`config.mk`:
```
export PLATFORM = sky130hd
export DESIGN_NAME = mw_seq_reader
export DESIGN_NICKNAME = d
export VERILOG_FILES = /design/src/rtl/mw_rd_pkg.sv /design/src/rtl/mw_bit_timer.sv /design/src/rtl/mw_frame_tx.sv /design/src/rtl/mw_reply_rx.sv /design/src/rtl/mw_seq_reader.sv
export SDC_FILE = /design/constraint.sdc
export NUM_CORES = 1
export LEC_CHECK = 0
export BUFFER_PORTS_ARGS = -buffer_cell sky130_fd_sc_hd__buf_2
export CORE_MARGIN = 2
export CORE_UTILIZATION = 40
export CTS_CLUSTER_SIZE = 20
export DETAILED_ROUTE_END_ITERATION = 16
export GPL_TIMING_DRIVEN = 1
export PLACE_DENSITY = 0.61
export SETUP_SLACK_MARGIN = 0.3
export SLEW_MARGIN = 20
export SYNTH_ARGS = -nofsm -noshare
export SYNTH_HDL_FRONTEND = slang
export SYNTH_SLANG_ARGS = --single-unit
```
`constraint.sdc`:
```
create_clock -name clk -period 2 [get_ports clk]
set_input_delay 0 -clock clk [delete_from_list [all_inputs] [get_ports clk]]
set_output_delay 0 -clock clk [all_outputs]
set_load 0.01 [all_outputs]
```
`src/rtl/mw_rd_pkg.sv`:
```
package mw_rd_pkg;

    localparam int ADDR_MAX_W = 8;
    localparam int WORD_W     = 16;
    localparam int HDR_W      = 3;                     // start bit + 2 opcode bits
    localparam int FRAME_W    = HDR_W + ADDR_MAX_W;
    localparam int REPLY_BITS = WORD_W + 1;            // dummy zero + data
    localparam int BITCNT_W   = 5;

    localparam logic [HDR_W-1:0] RD_HDR = 3'b110;

    typedef enum logic [2:0] {
        ST_IDLE,
        ST_SEL,
        ST_CMD,
        ST_READ,
        ST_DESEL,
        ST_HOLD
    } rd_state_t;

    // Left-aligned outgoing frame; short addresses are padded at the bottom.
    function automatic logic [FRAME_W-1:0] build_frame(input logic wide,
                                                       input logic [ADDR_MAX_W-1:0] addr);
        if (wide)
            return {RD_HDR, addr};
        else
            return {RD_HDR, addr[5:0], 2'b00};
    endfunction

    // Index of the last frame bit, counted down from here.
    function automatic logic [BITCNT_W-1:0] frame_last(input logic wide);
        return wide ? BITCNT_W'(FRAME_W - 1) : BITCNT_W'(FRAME_W - 3);
    endfunction

endpackage

```
`src/rtl/mw_bit_timer.sv`:
```
module mw_bit_timer #(
    parameter int HI_CYC = 38,
    parameter int LO_CYC = 13
) (
    input  logic clk,
    input  logic rst,
    input  logic i_run,
    output logic o_sck,
    output logic o_rise,
    output logic o_end
);
    localparam int MAXC = (HI_CYC > LO_CYC) ? HI_CYC : LO_CYC;
    localparam int CW   = $clog2(MAXC + 1);

    logic          phase;
    logic [CW-1:0] cnt;

    assign o_rise = i_run && !phase && (cnt == CW'(LO_CYC - 1));
    assign o_end  = i_run &&  phase && (cnt == CW'(HI_CYC - 1));
    assign o_sck  = phase;

    always_ff @(posedge clk) begin
        if (rst || !i_run) begin
            phase <= 1'b0;
            cnt   <= '0;
        end else if (o_rise) begin
            phase <= 1'b1;
            cnt   <= '0;
        end else if (o_end) begin
            phase <= 1'b0;
            cnt   <= '0;
        end else begin
            cnt <= cnt + 1'b1;
        end
    end
endmodule

```
`src/rtl/mw_frame_tx.sv`:
```
module mw_frame_tx
    import mw_rd_pkg::*;
(
    input  logic                  clk,
    input  logic                  rst,
    input  logic                  i_load,
    input  logic                  i_wide,
    input  logic [ADDR_MAX_W-1:0] i_addr,
    input  logic                  i_shift,
    output logic                  o_bit
);
    logic [FRAME_W-1:0] sr;

    always_ff @(posedge clk) begin
        if (rst)
            sr <= '0;
        else if (i_load)
            sr <= build_frame(i_wide, i_addr);
        else if (i_shift)
            sr <= {sr[FRAME_W-2:0], 1'b0};
    end

    assign o_bit = sr[FRAME_W-1];
endmodule

```
`src/rtl/mw_reply_rx.sv`:
```
module mw_reply_rx
    import mw_rd_pkg::*;
(
    input  logic              clk,
    input  logic              rst,
    input  logic              i_clear,
    input  logic              i_cap,
    input  logic              i_bit,
    output logic [WORD_W-1:0] o_word
);
    // The dummy zero falls off the top after all reply bits are shifted in.
    always_ff @(posedge clk) begin
        if (rst || i_clear)
            o_word <= '0;
        else if (i_cap)
            o_word <= {o_word[WORD_W-2:0], i_bit};
    end
endmodule

```
`src/rtl/mw_seq_reader.sv`:
```
module mw_seq_reader
    import mw_rd_pkg::*;
#(
    parameter int HI_CYC = 38,
    parameter int LO_CYC = 13,
    parameter int CNT_W  = 9
) (
    input  logic                  clk,
    input  logic                  rst,
    input  logic                  i_start,
    input  logic [ADDR_MAX_W-1:0] i_addr,
    input  logic [CNT_W-1:0]      i_count,
    input  logic                  i_wide,
    output logic                  o_busy,
    output logic                  o_done,
    output logic                  o_cs,
    output logic                  o_sck,
    output logic                  o_sdo,
    input  logic                  i_sdi,
    output logic                  o_valid,
    input  logic                  i_ready,
    output logic [WORD_W-1:0]     o_data
);
    rd_state_t             state;
    logic [ADDR_MAX_W-1:0] addr;
    logic [CNT_W-1:0]      left;
    logic                  wide;
    logic [BITCNT_W-1:0]   bits;
    logic                  t_run, t_rise, t_end;
    logic                  frame_bit;

    assign t_run = (state == ST_SEL) || (state == ST_CMD) ||
                   (state == ST_READ) || (state == ST_DESEL);

    mw_bit_timer #(.HI_CYC(HI_CYC), .LO_CYC(LO_CYC)) i_timer (
        .clk    (clk),
        .rst    (rst),
        .i_run  (t_run),
        .o_sck  (o_sck),
        .o_rise (t_rise),
        .o_end  (t_end)
    );

    mw_frame_tx i_tx (
        .clk     (clk),
        .rst     (rst),
        .i_load  (state == ST_SEL),
        .i_wide  (wide),
        .i_addr  (addr),
        .i_shift ((state == ST_CMD) && t_end),
        .o_bit   (frame_bit)
    );

    mw_reply_rx i_rx (
        .clk     (clk),
        .rst     (rst),
        .i_clear (state == ST_SEL),
        .i_cap   ((state == ST_READ) && t_rise),
        .i_bit   (i_sdi),
        .o_word  (o_data)
    );

    always_ff @(posedge clk) begin
        if (rst) begin
            state   <= ST_IDLE;
            addr    <= '0;
            left    <= '0;
            wide    <= 1'b0;
            bits    <= '0;
            o_valid <= 1'b0;
            o_done  <= 1'b0;
        end else begin
            o_done <= 1'b0;
            if (o_valid && i_ready)
                o_valid <= 1'b0;
            case (state)
                ST_IDLE: begin
                    if (i_start) begin
                        addr <= i_addr;
                        wide <= i_wide;
                        left <= i_count;
                        if (i_count == '0)
                            o_done <= 1'b1;
                        else
                            state <= ST_SEL;
                    end
                end
                ST_SEL: begin
                    if (t_end) begin
                        state <= ST_CMD;
                        bits  <= frame_last(wide);
                    end
                end
                ST_CMD: begin
                    if (t_end) begin
                        if (bits == '0) begin
                            state <= ST_READ;
                            bits  <= BITCNT_W'(REPLY_BITS - 1);
                        end else begin
                            bits <= bits - 1'b1;
                        end
                    end
                end
                ST_READ: begin
                    if (t_end) begin
                        if (bits == '0) begin
                            state   <= ST_DESEL;
                            o_valid <= 1'b1;
                            left    <= left - 1'b1;
                        end else begin
                            bits <= bits - 1'b1;
                        end
                    end
                end
                ST_DESEL: begin
                    if (t_end) begin
                        if (o_valid && !i_ready)
                            state <= ST_HOLD;
                        else if (left == '0) begin
                            state  <= ST_IDLE;
                            o_done <= 1'b1;
                        end else begin
                            state <= ST_SEL;
                            addr  <= addr + 1'b1;
                        end
                    end
                end
                ST_HOLD: begin
                    if (i_ready) begin
                        if (left == '0) begin
                            state  <= ST_IDLE;
                            o_done <= 1'b1;
                        end else begin
                            state <= ST_SEL;
                            addr  <= addr + 1'b1;
                        end
                    end
                end
                default: state <= ST_IDLE;
            endcase
        end
    end

    assign o_busy = (state != ST_IDLE);
    assign o_cs   = (state == ST_SEL) || (state == ST_CMD) || (state == ST_READ);
    assign o_sdo  = (state == ST_CMD) && frame_bit;
endmodule

```
# After elaboration in Yosys (flattened, before gate mapping)
# Index checks and enable logic that the tools add are counted.
[word_totals]
ff_bits = 62
inputBits = 23
word_cells = 111
[classes]
n_addsub = 4
n_eq_ne = 18
mux = 45
reduce_logical = 33
[op_table]
columns = ["cell", "n"]
rows = [
  ["8-bit 2-to-1 mux", 6],
  ["3-bit 2-to-1 mux", 10],
  ["9-bit 2-to-1 mux", 3],
  ["5-bit 2-to-1 mux", 5],
  ["8-bit one-hot mux with 3 select lines", 1],
  ["11-bit 2-to-1 mux", 2],
  ["9-bit logical NOT", 2],
  ["2-bit inequality test (second input constant)", 9],
  ["3-bit one-hot mux with 6 select lines", 1],
  ["9-bit one-hot mux with 2 select lines", 1],
  ["5-bit one-hot mux with 3 select lines", 1],
  ["1-bit 2-to-1 mux", 13],
  ["5-bit AND reduction", 2],
  ["1-bit logical AND", 9],
  ["9-bit AND reduction", 1],
  ["3-bit nonzero test", 3],
  ["9-bit by 1-bit subtractor with 9-bit output (second input constant)", 1],
  ["8-bit by 1-bit adder with 8-bit output (second input constant)", 1],
  ["6-bit by 1-bit adder with 6-bit output (second input constant)", 1],
  ["3-bit by 2-bit == test with 1-bit output (second input constant)", 2],
  ["3-bit == test (second input constant)", 2],
  ["6-bit by 4-bit == test with 1-bit output (second input constant)", 1],
  ["6-bit == test (second input constant)", 1],
  ["2-bit nonzero test", 3],
  ["12 further kinds", 19],
]

# Depth between registers and ports, before layout
[depth]
depth_word = 9
depth_mapped = 9
ltp_nobuf = 7

# By module
# A second synthesis with hierarchy kept.
[unflattened]
cells_unflattened = 382
hier_area_um2 = 3320.7
[modules_own_cells]
columns = ["mod", "instances", "cells_per_inst", "area_each_um2", "seq_area_each_um2"]
rows = [
  ["mw_seq_reader", 1, 246, 1879.3, 560.5],
  ["mw_reply_rx", 1, 53, 581.8, 320.3],
  ["mw_frame_tx", 1, 47, 515.5, 220.2],
  ["mw_bit_timer", 1, 36, 344.1, 140.1],
]

# Least setup slack after synthesis
# Ideal clock, no wire load.
[synth_timing]
path_kind = "reg-to-reg"
start = "register i_timer.cnt[0]"
end = "register i_rx.o_word[0]"
arrival_ps = 1857
required_ps = 1884
setup_slack_ps = 26
stages_incl_launch_ff = 8
synth_period_minus_slack_ps = 1974
cell_sequence = "dfxtp_1 inv_1 ha_1 or3b_4 nor4_4 buf_6 mux2i_1 nor2_2"
[synth_via]
elab_chain_cells = 3
[synth_lines]
columns = ["item", "line", "rtl"]
rows = [
  ["from (decl)", "mw_bit_timer.sv:16", "logic [CW-1:0] cnt;"],
  ["from (signal assigned)", "mw_bit_timer.sv:33", "cnt <= cnt + 1'b1;"],
  ["6-bit by 4-bit == test with 1-bit output", "mw_bit_timer.sv:18", "assign o_rise = i_run && !phase && (cnt == CW'(LO_CYC - 1));"],
  ["1-bit logical AND", "mw_bit_timer.sv:18", ""],
  ["1-bit logical AND", "mw_seq_reader.sv:58", ".i_cap ((state == ST_READ) && t_rise),"],
  ["to (signal assigned)", "mw_reply_rx.sv:16", "o_word <= {o_word[WORD_W-2:0], i_bit};"],
  ["to (decl)", "mw_reply_rx.sv:9", "output logic [WORD_W-1:0] o_word"],
]
# No other way between the ends.
# A chain may end at the register's enable or synchronous reset.

# Worst setup path after layout
[layout_timing]
start = "register bits[0]"
end = "register left[3]"
[layout_via]
elab_chain_cells = 3
[layout_lines]
columns = ["item", "line", "rtl"]
rows = [
  ["from (decl)", "mw_seq_reader.sv:28", "logic [BITCNT_W-1:0] bits;"],
  ["from (signal assigned)", "mw_seq_reader.sv:91", "bits <= frame_last(wide);"],
  ["from (signal assigned)", "mw_seq_reader.sv:98", "bits <= BITCNT_W'(REPLY_BITS - 1);"],
  ["from (signal assigned)", "mw_seq_reader.sv:100", "bits <= bits - 1'b1;"],
  ["5-bit logical NOT", "mw_seq_reader.sv:106", "if (bits == '0) begin"],
  ["2-bit by 1-bit inequality test with 1-bit output (no source line)", "n/a", ""],
  ["4-bit AND reduction (no source line)", "n/a", ""],
  ["to (signal assigned)", "mw_seq_reader.sv:81", "left <= i_count;"],
  ["to (signal assigned)", "mw_seq_reader.sv:109", "left <= left - 1'b1;"],
  ["to (decl)", "mw_seq_reader.sv:26", "logic [CNT_W-1:0] left;"],
]
# No other way between the ends.

==> metrics <==
RSZ-0062 raised after global routing=yes; global-route wire length before repair=14400 um; Synth area leaders=dfxtp_1 (37%), mux2i_1 (7.9%), a21oi_1 (5.1%), nor2_1 (5.1%), o21ai_0 (3.2%); Synth Register Bits=between 60 and 70; Hold EP=addr[2]; GRT Total Usage=20.3%; Fmax=roughly 0.53 GHz; largest net degree at the start of global routing=25; Finished Core Util=56.5%; total number of vias=roughly 3200; GPL Wtd Cong=0.881; commonest non-fill, non-tap cell in the layout=dfxtp_1; reg2reg start=bits[0]; die width=between 90 and 100 um; num ports=between 40 and 50; CTS H-tree depth=3; Filler cells=roughly 730; max-cap violations=0; Setup TNS=0 ns; core area=8130 sq um; Area Overhead vs Synth=38.8%; initial antenna violation count=0; Remaining DRCs=0; Syn Area/Cell=8.79 sq um; Leak=~1.7 nW; Sink Count=62; slowest stage cell, crit path=or4b_4; Hold Violations, Final=0; CTS Buf Count=9; Final period util=a little over nine tenths; Post-synth ARST share=0%; Req. time, crit path=2.23 ns; # setup viols final=0; Synth Cell Area=between 3000 and 4000 sq um; number of port buffers=44; Synth Net Count=a little over 400; Setup Skew=roughly 0.014 ns; root buffer cell=clkbuf_8; hold path startpoint=i_addr[2]; Buf/Inv on CP=2; drt pass-1 iters=4; Antenna Diode Count=0; power per cell area=583 nW/um^2; CTS tree=done; via/cell ratio=between 5 and 6; setup slack, reg-to-reg=0.11 ns; VDD IR-drop max=0.000337 V; worst rel slew slack=69.1%; worst path arrival time=between 2 and 2.5 ns; CP peak stage delay=roughly 0.49 ns; RR Endpoint=left[3]; Synth Warn #=0; Cell Rows=33; Yosys top cell area share=37.4%; Setup CP Type=reg -> reg; max-slew violations=0; slew at the pin closest to its max-slew limit=roughly 0.46 ns; Clock Latency Late Sink=0.35 ns; DP HPWL=5980 um; DRT iter0 DRCs=181; total grt overflow=0; DIE AREA=9030 sq um; DRT Wirelength=around 9000 um; reg2reg path depth=8; die height=95.0 um; critical path depth in cells=8; Hold Path Depth=3; Starting Density=roughly two fifths; status=finished clean; # nets final=~500; total power=2.68 mW; post-synthesis cell type count=66; DR WL/cell=~16 um; number of enable flip-flop cells after synthesis=0; crit path launch type=flop; cell-by-cell listing of the critical path=inv_2 -> ha_4 -> or4b_4 -> nor4_4 -> nand2_1 -> buf_4 -> o211ai_1 -> o21ai_1; final worst path period need=about 1.9 ns; maximum clock path buffer count=2; largest area contributor in the netlist=dfxtp_1; most frequent cells in the layout=dfxtp_1 (53), buf_4 (45), buf_2 (44); Main synth FF type=dfxtp_1; critical path capture point type=flop; Synth Instances=377; share of layout cells above drive strength 1=between 30 and 40%; worst min path class=in -> reg; Top Family by Delay on Critical Path=simple AND/OR/NAND/NOR gates; Clock transition at path regs=approximately 0.08 ns; ANT nets after route=0; sequential share of the synthesized area=between 30 and 40%; top fanout value on the critical path=4; vias in the first global route=between 2000 and 3000
==> where the power goes <==
| group | switching, mW | internal [mW] | total, mW | leakage [nW] |
|---|---|---|---|---|
| Clock | 0.549 | 0.450 | 0.999 | 0.0816 |
| Sequential | 0.0473 | 1.27 | 1.32 | 0.509 |
| Combinational | 0.187 | 0.173 | 0.360 | 1.15 |
==> synthesized netlist by cell type (all sizes together) (5+ instances only) <==
master / n
inv: 10
o21ai: 22
clkbuf: 9
nor3: 11
nand3: 13
o221a: 7
a21oi: 34
a211oi: 5
xnor2: 7
or3: 5
mux2i: 26
or4: 5
nor2: 49
ha: 7
nor4: 6
dfxtp: 62
buf: 12
nand2: 22
==> logic make-up after synthesis <==
family / count (synthesis) / share of synthesized area [%]
xor gates and xnor gates: 10 / 2.64
buffers and inverters: 31 / 4.15
DFF: 62 / 37.4
and+or+nand+nor: 141 / 24.4
adders and majority gates: 7 / 2.64
muxes: 26 / 7.85
AOI/OAI and AO/OA: 100 / 20.8
==> metrics by stage <==
stage               std cells  area, sq um  hold slack (ns)  worst slack (ns)
global route              582         4600           0.0556            0.0183
floorplan                 377         3370            0.147             0.118
CTS                       571         4280           0.0231             0.151
finish                    582         4600           0.0253             0.115
detailed placement        531         3840            0.258             0.104
global placement          531         3840            0.246             0.147
==> worst min-delay path: cells and delay by family <==
family,cells,cell delay (ns)
AO/OA/AOI/OAI,2,0.23
buffers and inverters,1,0.10
==> state kept, by name, indices dropped and copies added (netlist names) <==
register / flops
i_rx.o_word: 16
i_tx.sr: 11
left: 9
addr: 8
i_timer.cnt: 6
bits: 5
state: 3
i_timer.o_sck: 1
o_done: 1
o_valid: 1
wide: 1
==> how the worst max path moves through the flow <==
stage	to	slack, ns	from
2_1_floorplan	i_rx.o_word[0]	0.12	i_timer.cnt[0]
3_3_place_gp	left[8]	0.15	bits[0]
3_5_place_dp	left[7]	0.10	bits[0]
4_1_cts	left[7]	0.15	bits[0]
5_1_grt	left[7]	0.02	bits[1]
6_report	left[3]	0.11	bits[0]
==> layout make-up <==
class	instances	area (sq um)	area share, %
Clock buffer	9	124	2.69
Multi-Input combinational cell	284	2240	48.6
Tap cell	105	131	2.86
Timing Repair Buffer	105	764	16.6
Inverter	10	37.5	0.816
Sequential cell	62	1250	27.3
Clock inverter	7	50.0	1.09
==> per-layer routing <==
metal / wire length [um] / global-route usage, %
met2: 4320 / 31.0
met1: 4330 / 28.9
met3: 444 / 3.24
met5: 0 / 0
met4: 135 / 7.85
==> what timing repair did <==
item / 4_1_cts / 5_1_grt
endpoints found under the hold margin: 7 / 0
hold buffers: 7 / 0
endpoints found under the setup margin: 49 / 53
resized for setup: 27 / 42
setup buffers: 17 / 10
pin swaps: 21 / 22
cloned: 0 / 1
(Power assumes the default switching activity.)
